<file path="src/rtl/spi_sck_pkg.sv">
// Shared defaults and types for the serial clock generator.
package spi_sck_pkg;
    localparam int SCK_DIV_W     = 2;  // prescale code width
    localparam int SCK_BRG_W     = 6;  // half-period code width
    localparam int SCK_BRG_FLOOR = 4;  // smallest legal half-period code
    localparam int SCK_BRG_RST   = 4;  // code used out of reset
    localparam int SCK_DIV_RST   = 0;  // prescale code used out of reset

    // Kind of serial clock transition produced in a cycle
    typedef enum logic [1:0] {
        SCK_EDGE_NONE  = 2'd0,
        SCK_EDGE_LEAD  = 2'd1,
        SCK_EDGE_TRAIL = 2'd2
    } sck_edge_e;
endpackage

</file>
<file path="src/rtl/sck_cfg_hold.sv">
// Configuration holder: samples the prescale code, half-period code and
// polarity every cycle while load is high, raising the half-period code to
// its floor. Assumes load is the inverse of the run enable, so the values
// are frozen for as long as the divider runs.
module sck_cfg_hold #(
    parameter int DIV_W     = 2,
    parameter int BRG_W     = 6,
    parameter int BRG_FLOOR = 4,
    parameter int BRG_RST   = 4,
    parameter int DIV_RST   = 0
) (
    input  logic             clk,
    input  logic             rst_n,
    input  logic             load,
    input  logic [DIV_W-1:0] div_in,
    input  logic [BRG_W-1:0] brg_in,
    input  logic             cpol_in,
    output logic [DIV_W-1:0] div_q,
    output logic [BRG_W-1:0] brg_q,
    output logic             cpol_q
);
    localparam logic [BRG_W-1:0] FLOOR_V = BRG_W'(BRG_FLOOR);

    logic [BRG_W-1:0] brg_legal;

    // Raise an illegal small half-period code to the floor
    always_comb begin
        brg_legal = (brg_in < FLOOR_V) ? FLOOR_V : brg_in;
    end

    // Capture configuration while idle; hold it while running
    always_ff @(posedge clk) begin
        if (!rst_n) begin
            div_q  <= DIV_W'(DIV_RST);
            brg_q  <= BRG_W'(BRG_RST);
            cpol_q <= 1'b0;
        end else if (load) begin
            div_q  <= div_in;
            brg_q  <= brg_legal;
            cpol_q <= cpol_in;
        end
    end
endmodule

</file>
<file path="src/rtl/sck_prescale.sv">
// Power-of-two prescaler: while run is high, emits a one-cycle tick every
// (2 << div) main-clock cycles. The counter sits at zero while run is low,
// so the first tick after run rises comes a full ratio later.
module sck_prescale #(
    parameter int DIV_W = 2
) (
    input  logic             clk,
    input  logic             rst_n,
    input  logic             run,
    input  logic [DIV_W-1:0] div,
    output logic             tick
);
    localparam int CNT_W = (1 << DIV_W);   // wide enough for the largest ratio

    logic [CNT_W:0]   ratio;
    logic [CNT_W-1:0] last;
    logic [CNT_W-1:0] cnt;

    // Terminal count for the selected ratio
    always_comb begin
        ratio = (CNT_W+1)'(2) << div;
        last  = CNT_W'(ratio - (CNT_W+1)'(1));
    end

    assign tick = run && (cnt == last);

    // Count main-clock cycles, wrapping at the terminal count
    always_ff @(posedge clk) begin
        if (!rst_n || !run) begin
            cnt <= '0;
        end else if (cnt == last) begin
            cnt <= '0;
        end else begin
            cnt <= cnt + CNT_W'(1);
        end
    end
endmodule

</file>
<file path="src/rtl/sck_halfper.sv">
// Half-period stage: counts prescaler ticks and toggles the serial clock
// after (brg + 1) of them. Both strobes are registered in the same edge as
// the clock level, so they line up with the transition. Idle level follows
// cpol_idle while run is low; run_pol is the frozen polarity used to
// tell leading from trailing transitions.
module sck_halfper #(
    parameter int BRG_W = 6
) (
    input  logic             clk,
    input  logic             rst_n,
    input  logic             run,
    input  logic             tick,
    input  logic [BRG_W-1:0] brg,
    input  logic             cpol_idle,
    input  logic             run_pol,
    output logic             sck,
    output logic             lead_stb,
    output logic             trail_stb
);
    import spi_sck_pkg::*;

    logic [BRG_W-1:0] hp_cnt;
    logic             flip;
    sck_edge_e        edge_kind;

    // A transition is due on the tick that completes the half-period
    always_comb begin
        flip = tick && (hp_cnt == brg);
        if (!flip)
            edge_kind = SCK_EDGE_NONE;
        else if (sck == run_pol)
            edge_kind = SCK_EDGE_LEAD;
        else
            edge_kind = SCK_EDGE_TRAIL;
    end

    // Tick counter within the current half-period
    always_ff @(posedge clk) begin
        if (!rst_n || !run) begin
            hp_cnt <= '0;
        end else if (flip) begin
            hp_cnt <= '0;
        end else if (tick) begin
            hp_cnt <= hp_cnt + BRG_W'(1);
        end
    end

    // Serial clock level and the aligned transition strobes
    always_ff @(posedge clk) begin
        if (!rst_n) begin
            sck       <= 1'b0;
            lead_stb  <= 1'b0;
            trail_stb <= 1'b0;
        end else if (!run) begin
            sck       <= cpol_idle;
            lead_stb  <= 1'b0;
            trail_stb <= 1'b0;
        end else begin
            sck       <= flip ? ~sck : sck;
            lead_stb  <= (edge_kind == SCK_EDGE_LEAD);
            trail_stb <= (edge_kind == SCK_EDGE_TRAIL);
        end
    end
endmodule

</file>
<file path="src/rtl/spi_sck_gen.sv">
// Top of the serial clock generator: configuration holder, power-of-two
// prescaler and half-period stage. Assumes en, div_sel, brg_val and cpol
// are synchronous to clk; the configuration is frozen while en is high.
module spi_sck_gen #(
    parameter int DIV_W     = spi_sck_pkg::SCK_DIV_W,
    parameter int BRG_W     = spi_sck_pkg::SCK_BRG_W,
    parameter int BRG_FLOOR = spi_sck_pkg::SCK_BRG_FLOOR,
    parameter int BRG_RST   = spi_sck_pkg::SCK_BRG_RST,
    parameter int DIV_RST   = spi_sck_pkg::SCK_DIV_RST
) (
    input  logic             clk,
    input  logic             rst_n,
    input  logic             en,
    input  logic [DIV_W-1:0] div_sel,
    input  logic [BRG_W-1:0] brg_val,
    input  logic             cpol,
    output logic             sck,
    output logic             lead_stb,
    output logic             trail_stb
);
    logic [DIV_W-1:0] div_q;
    logic [BRG_W-1:0] brg_q;
    logic             cpol_q;
    logic             tick;

    sck_cfg_hold #(
        .DIV_W(DIV_W), .BRG_W(BRG_W), .BRG_FLOOR(BRG_FLOOR),
        .BRG_RST(BRG_RST), .DIV_RST(DIV_RST)
    ) u_cfg (
        .clk(clk), .rst_n(rst_n), .load(!en),
        .div_in(div_sel), .brg_in(brg_val), .cpol_in(cpol),
        .div_q(div_q), .brg_q(brg_q), .cpol_q(cpol_q)
    );

    sck_prescale #(.DIV_W(DIV_W)) u_pre (
        .clk(clk), .rst_n(rst_n), .run(en), .div(div_q), .tick(tick)
    );

    sck_halfper #(.BRG_W(BRG_W)) u_hp (
        .clk(clk), .rst_n(rst_n), .run(en), .tick(tick), .brg(brg_q),
        .cpol_idle(cpol), .run_pol(cpol_q),
        .sck(sck), .lead_stb(lead_stb), .trail_stb(trail_stb)
    );
endmodule

</file>
<file path="config.mk">
export PLATFORM = sky130hd
export DESIGN_NAME = spi_sck_gen
export DESIGN_NICKNAME = d
export VERILOG_FILES = /design/src/rtl/spi_sck_pkg.sv /design/src/rtl/sck_cfg_hold.sv /design/src/rtl/sck_prescale.sv /design/src/rtl/sck_halfper.sv /design/src/rtl/spi_sck_gen.sv
export SDC_FILE = /design/constraint.sdc
export NUM_CORES = 1
export LEC_CHECK = 0
export BUFFER_PORTS_ARGS = -buffer_cell sky130_fd_sc_hd__buf_4
export CELL_PAD_IN_SITES_DETAIL_PLACEMENT = 1
export CELL_PAD_IN_SITES_GLOBAL_PLACEMENT = 1
export CORE_AREA = 2 2 52 54
export CTS_CLUSTER_SIZE = 40
export DETAILED_ROUTE_END_ITERATION = 7
export DIE_AREA = 0 0 54 56
export PLACE_DENSITY = 0.83
export SLEW_MARGIN = 40
export SYNTH_ARGS = -nofsm -noshare
export SYNTH_HDL_FRONTEND = slang
export SYNTH_SLANG_ARGS = --single-unit
</file>
<file path="constraint.sdc">
create_clock -name clk -period 4.8 [get_ports clk]
set_input_delay 0.72 -clock clk [delete_from_list [all_inputs] [get_ports clk]]
set_output_delay 0.72 -clock clk [all_outputs]
set_load 0.005 [all_outputs]
</file>
==> impl_metrics.env, run 1 <==
export IMPL_period_needed_ns=1.70
export IMPL_numClockSinks=22
export IMPL_clock_skew_ns=0.00166
export IMPL_fillers=296
export IMPL_worst_ep_required_time_ns=5.02
export IMPL_synth_area_leaders="dfxtp_1 42%, xor2_1 6.7%, mux2i_1 5.7%, nand3_1 5.3%, a21oi_1 3.8%"
export IMPL_end_kind="register"
export IMPL_antenna_found_initial=0
export IMPL_timing_fmax_ghz=0.587
export IMPL_min_to="u_cfg.brg_q[2]"
export IMPL_antenna_left=0
export IMPL_reg2reg_from="u_pre.cnt[2]"
export IMPL_whs_path_depth=2
export IMPL_drt_iter0_drc=10
export IMPL_htree_levels=1
export IMPL_finalHoldViolations=0
export IMPL_post_place_ws_ns=3.03
export IMPL_clock_path_buffers=2
export IMPL_layout_nets=140
export IMPL_post_drt_wl_per_cell_um=15.4
export IMPL_synthDistinctLibCells=32
export IMPL_first_pass_iters=4
export IMPL_synth_top_area_share=0.422
export IMPL_vdd_drop_max_mv=0.184
export IMPL_drv_slew=0
export IMPL_setup_violations_final=0
export IMPL_grt_pass1_wl_um=3880
export IMPL_crit_fanout=7
export IMPL_dp_hpwl_um=1860
export IMPL_r2r_end="u_hp.lead_stb"
export IMPL_clkTransAtPathRegs_ns=0.12
export IMPL_layout_setup_ws_ns=3.10
export IMPL_instances_no_fill=155
export IMPL_grt_overflow_total=0
export IMPL_cts_tree="done"
export IMPL_worstHoldPathType="reg2reg"
export IMPL_ys_ff_latch=22
export IMPL_ctsHoldBuffers=0
export IMPL_grt_pass1_vias=890
export IMPL_clock_latency_ns=0.31
export IMPL_maxSlewHeadroom=0.732
export IMPL_synth_area_sq_um=1040
export IMPL_via_per_inst=5.46
export IMPL_yosys_warnings=0
export IMPL_avgSynthCellArea_sq_um=9.50
export IMPL_min_delay_start="u_cfg.brg_q[2]"
export IMPL_status="finished clean"
export IMPL_finalPower_mw=0.335
export IMPL_row_count=18
export IMPL_start_util=0.430
export IMPL_syn_to_final_growth_pct=15.9
export IMPL_n_antenna_cell=0
export IMPL_numCtsBuffers=3
export IMPL_ys_async_sr_fraction=0
export IMPL_rsz0062_at_grt="false"
export IMPL_max_cap_violations=0
export IMPL_yosysSeqAreaShare=0.422
export IMPL_io_pins=15
export IMPL_reg2reg_depth=5
export IMPL_post_route_period_util=0.355
export IMPL_cts_repair_resized=0
export IMPL_start_kind="register"
export IMPL_powerDensity_nw_per_um2=276
export IMPL_track_usage=0.178
export IMPL_post_cts_buffers=0
export IMPL_gp_congestion=0.736
export IMPL_leakagePower_nw=0.486
export IMPL_die_h_um=56
export IMPL_grt_max_degree=16
export IMPL_tns_ns=0
export IMPL_worst_ep_arrival_time_ns=1.93
export IMPL_ys_top_cells_by_count="22 x dfxtp_1, 11 x nand3_1, 8 x a21oi_1, 8 x nor2_1, 8 x xor2_1"
export IMPL_drive_gt1_frac=0.184
export IMPL_synth_fp_nets=124
export IMPL_syn_inst=110
export IMPL_tightest_slew_ns=0.401
export IMPL_critical_path_class="reg2reg"
export IMPL_vias=846
export IMPL_synth_edf_count=0
export IMPL_drc=0
export IMPL_yosys_area_top_type="dfxtp_1"
export IMPL_cts_root_buf="clkbuf_4"
export IMPL_port_buffers=14
export IMPL_rrSetupSlack_ns=3.10
export IMPL_wl_um=2380
export IMPL_die_x_um=54
export IMPL_placed_cells=151
export IMPL_coreArea_sq_um=2430
export IMPL_holdWs_ns=0.529
export IMPL_synth_flop_cell="dfxtp_1"
export IMPL_synth_most_common_cell="dfxtp_1"
export IMPL_die_area_sq_um=3020
==> worst max-delay path: stages, from the launching register on <==
cell	delay (ns)
dfxtp_1	0.36
nor3_2	0.18
nor3b_2	0.35
o311a_1	0.38
nand3_1	0.14
nor3_1	0.20
==> cell usage in the layout (no fill, tap or decap), drive strengths merged, types with 2 or more instances in the layout <==
cell	netlist	layout
a21oi	8	8
a31oi	3	3
a32o	2	2
buf	2	14
clkbuf	1	4
dfxtp	22	22
ha	2	2
inv	2	2
mux2i	6	6
nand2	7	7
nand3	11	11
nor2	8	8
nor2b	6	6
nor3	3	3
nor3b	3	3
nor4	2	2
o21ai	4	4
xnor2	2	2
xor2	8	8
==> registers in the layout, summed over array words and instances, names as in the netlist <==
register,cells
u_cfg.brg_q,6
u_hp.hp_cnt,6
u_hp.sck,1
u_pre.cnt,4
u_hp.lead_stb,1
u_cfg.cpol_q,1
u_cfg.div_q,2
u_hp.trail_stb,1
==> per-stage QoR <==
stage	util	cell area [sq um]
floorplan	-	1040
global placement	0.483	1170
detailed placement	0.483	1170
CTS	0.498	1210
global route	0.498	1210
finish	0.498	1210
==> power breakdown <==
group | leakage (nW) | switching (mW) | internal, mW
registers | 0.180 | 0.00622 | 0.189
clock network | 0.0210 | 0.0545 | 0.0463
logic | 0.286 | 0.0204 | 0.0188
total | 0.486 | 0.0811 | 0.254
==> worst max path at each step <==
stage | from | end | slack [ns]
2_1_floorplan | en | u_cfg.brg_q[2] | 3.03
3_3_place_gp | en | u_hp.sck | 3.11
3_5_place_dp | en | u_hp.lead_stb | 3.03
4_1_cts | u_pre.cnt[2] | u_hp.lead_stb | 3.05
5_1_grt | u_pre.cnt[2] | u_hp.lead_stb | 2.90
6_report | u_pre.cnt[2] | u_hp.lead_stb | 3.10
==> area by class of cell <==
| cell class | instances | area (sq um) | area share |
|---|---|---|---|
| Sequential cell | 22 | 440 | 0.364 |
| Tap cell | 30 | 37.5 | 0.0310 |
| Clock buffer | 4 | 36.3 | 0.0300 |
| Inverter | 2 | 7.51 | 0.00620 |
| Timing Repair Buffer | 14 | 105 | 0.0868 |
| Multi-Input combinational cell | 83 | 584 | 0.482 |
==> kinds of logic (layout without fill, tap and decap cells) <==
logic type	count (synthesis)	count (layout)	share of synthesized area
adder cells (fa/ha/maj)	2	2	0.0239
multiplexers	6	6	0.0575
AND/OR/NAND/NOR	45	45	0.257
AO/OA/AOI/OAI	20	20	0.137
XOR/XNOR	10	10	0.0838
flip-flops	22	22	0.422
buffers and inverters	5	20	0.0192
==> per-layer routing <==
metal | wire [um] | global-route usage
met5 | 0 | 0
met4 | 27 | 0.0643
met3 | 71 | 0.0484
met2 | 1350 | 0.329
met1 | 931 | 0.182
(Power assumes the default switching activity.)
==> run 2: changes to the inputs <==
Settings changed: CORE_AREA 2 2 52 54 to 2 2 53 55, DIE_AREA 0 0 54 56 to 0 0 55 57, PLACE_DENSITY 0.83 to 0.8.
Clock period 4.8 ns to 1.7 ns, I/O delays scaled along.
==> run 2 against run 1 <==
Compared with the run above:
- non-clock buffer count is 3 higher
- clock skew grew 0.0035 ns
- fmax up 5.6%
- clock power rose by 130%
- critical path type unchanged
==> impl_metrics.env, run 2 (synthesized netlist as in run 1, its figures left out) <==
export IMPL_status="finished clean"
export IMPL_whs_path_depth=2
export IMPL_grt_pass1_wl_um=4040
export IMPL_tns_ns=0
export IMPL_leakagePower_nw=0.496
export IMPL_start_util=0.400
export IMPL_die_area_sq_um=3140
export IMPL_drive_gt1_frac=0.228
export IMPL_rrSetupSlack_ns=0.09
export IMPL_clock_path_buffers=2
export IMPL_io_pins=15
export IMPL_grt_overflow_total=0
export IMPL_n_antenna_cell=0
export IMPL_post_drt_wl_per_cell_um=14.5
export IMPL_drc=0
export IMPL_clkTransAtPathRegs_ns=0.12
export IMPL_timing_fmax_ghz=0.620
export IMPL_die_x_um=55
export IMPL_max_cap_violations=0
export IMPL_top_regs="u_cfg.brg_q: 6 flops, u_hp.hp_cnt: 6 flops, u_pre.cnt: 4 flops"
export IMPL_final_cell_mix="20 x dfxtp_1, 17 x buf_4, 11 x nand3_1"
export IMPL_row_count=19
export IMPL_maxSlewHeadroom=0.732
export IMPL_clock_skew_ns=0.00519
export IMPL_htree_levels=1
export IMPL_finalHoldViolations=0
export IMPL_layout_nets=143
export IMPL_period_needed_ns=1.61
export IMPL_clock_latency_ns=0.31
export IMPL_start_kind="register"
export IMPL_reg2reg_from="u_cfg.div_q[0]"
export IMPL_min_to="u_cfg.brg_q[1]"
export IMPL_holdWs_ns=0.150
export IMPL_post_route_period_util=0.949
export IMPL_rsz0062_at_grt="false"
export IMPL_dp_hpwl_um=1770
export IMPL_cts_root_buf="clkbuf_4"
export IMPL_port_buffers=14
export IMPL_worst_ep_arrival_time_ns=1.86
export IMPL_gp_congestion=0.791
export IMPL_powerDensity_nw_per_um2=728
export IMPL_r2r_end="u_hp.sck"
export IMPL_final_common_cell="dfxtp_1"
export IMPL_first_pass_iters=4
export IMPL_numCtsBuffers=3
export IMPL_setup_violations_final=0
export IMPL_tightest_slew_ns=0.400
export IMPL_numClockSinks=22
export IMPL_grt_max_degree=16
export IMPL_reg2reg_depth=5
export IMPL_worstHoldPathType="in2reg"
export IMPL_min_delay_start="brg_val[1]"
export IMPL_syn_to_final_growth_pct=18.9
export IMPL_track_usage=0.175
export IMPL_drt_iter0_drc=9
export IMPL_wl_um=2290
export IMPL_die_h_um=57
export IMPL_crit_fanout=8
export IMPL_critical_path_class="reg2reg"
export IMPL_via_per_inst=5.47
export IMPL_end_kind="register"
export IMPL_instances_no_fill=158
export IMPL_drv_slew=0
export IMPL_antenna_left=0
export IMPL_coreArea_sq_um=2620
export IMPL_fillers=314
export IMPL_cts_tree="done"
export IMPL_grt_pass1_vias=884
export IMPL_placed_cells=154
export IMPL_vias=865
export IMPL_vdd_drop_max_mv=0.515
export IMPL_antenna_found_initial=0
export IMPL_worst_ep_required_time_ns=1.95
run 2: changes by cell type in the layout (fill, tap and decap cells not counted), sizes merged:
cell    before  now
clkbuf       4    3
buf         14   17
run 2: worst max path at each step:
stage,startpoint,slack (ns),endpoint
after global placement,u_pre.cnt[2],0.13,u_hp.sck
after detailed placement,u_pre.cnt[2],0.07,u_hp.sck
final,u_cfg.div_q[0],0.09,u_hp.sck
after global routing,u_cfg.div_q[1],0.007,u_hp.sck
after floorplan,u_hp.hp_cnt[1],0.17,u_hp.sck
after CTS,u_cfg.div_q[0],0.04,u_hp.sck
run 2: critical path, stage by stage, from the launching register on:
cell and delay (ns):
dfxtp_2 0.41, xnor2_1 0.13, and4_2 0.31, o311ai_4 0.17
or3_1 0.38, a31oi_1 0.15
run 2: area by class of cell:
type / count / area, sq um / area share
Clock buffer: 3 / 22.5 / 0.0181
Timing Repair Buffer: 17 / 128 / 0.103
Sequential cell: 22 / 443 / 0.356
Multi-Input combinational cell: 83 / 603 / 0.485
Inverter: 2 / 7.51 / 0.00604
Tap cell: 31 / 38.8 / 0.0312
run 2: layer usage:
layer,global-route usage,wire (um)
met1,0.216,1010
met2,0.303,1190
met3,0.0236,61
met4,0.0627,25
met5,0,0
run 2: timing repair:
action | in CTS | in global routing
hold buffers | 0 | 0
resized for setup | 0 | 6
setup buffers | 0 | 1
setup endpoints to repair | 0 | 9
run 2: power by group:
group          internal [mW]  switching (mW)
combinational         0.0604          0.0573
sequential             0.533          0.0177
clock                 0.0828           0.153
run 2: stage by stage:
step                utilization  setup WS, ns  total power [mW]  area [sq um]
detailed placement        0.456        0.0676             0.673          1190
finish                    0.475        0.0866             0.904          1240
floorplan                     -         0.174             0.630          1040
global route              0.475       0.00698             0.953          1240
global placement          0.456         0.134             0.667          1190
CTS                       0.464        0.0443             0.910          1210
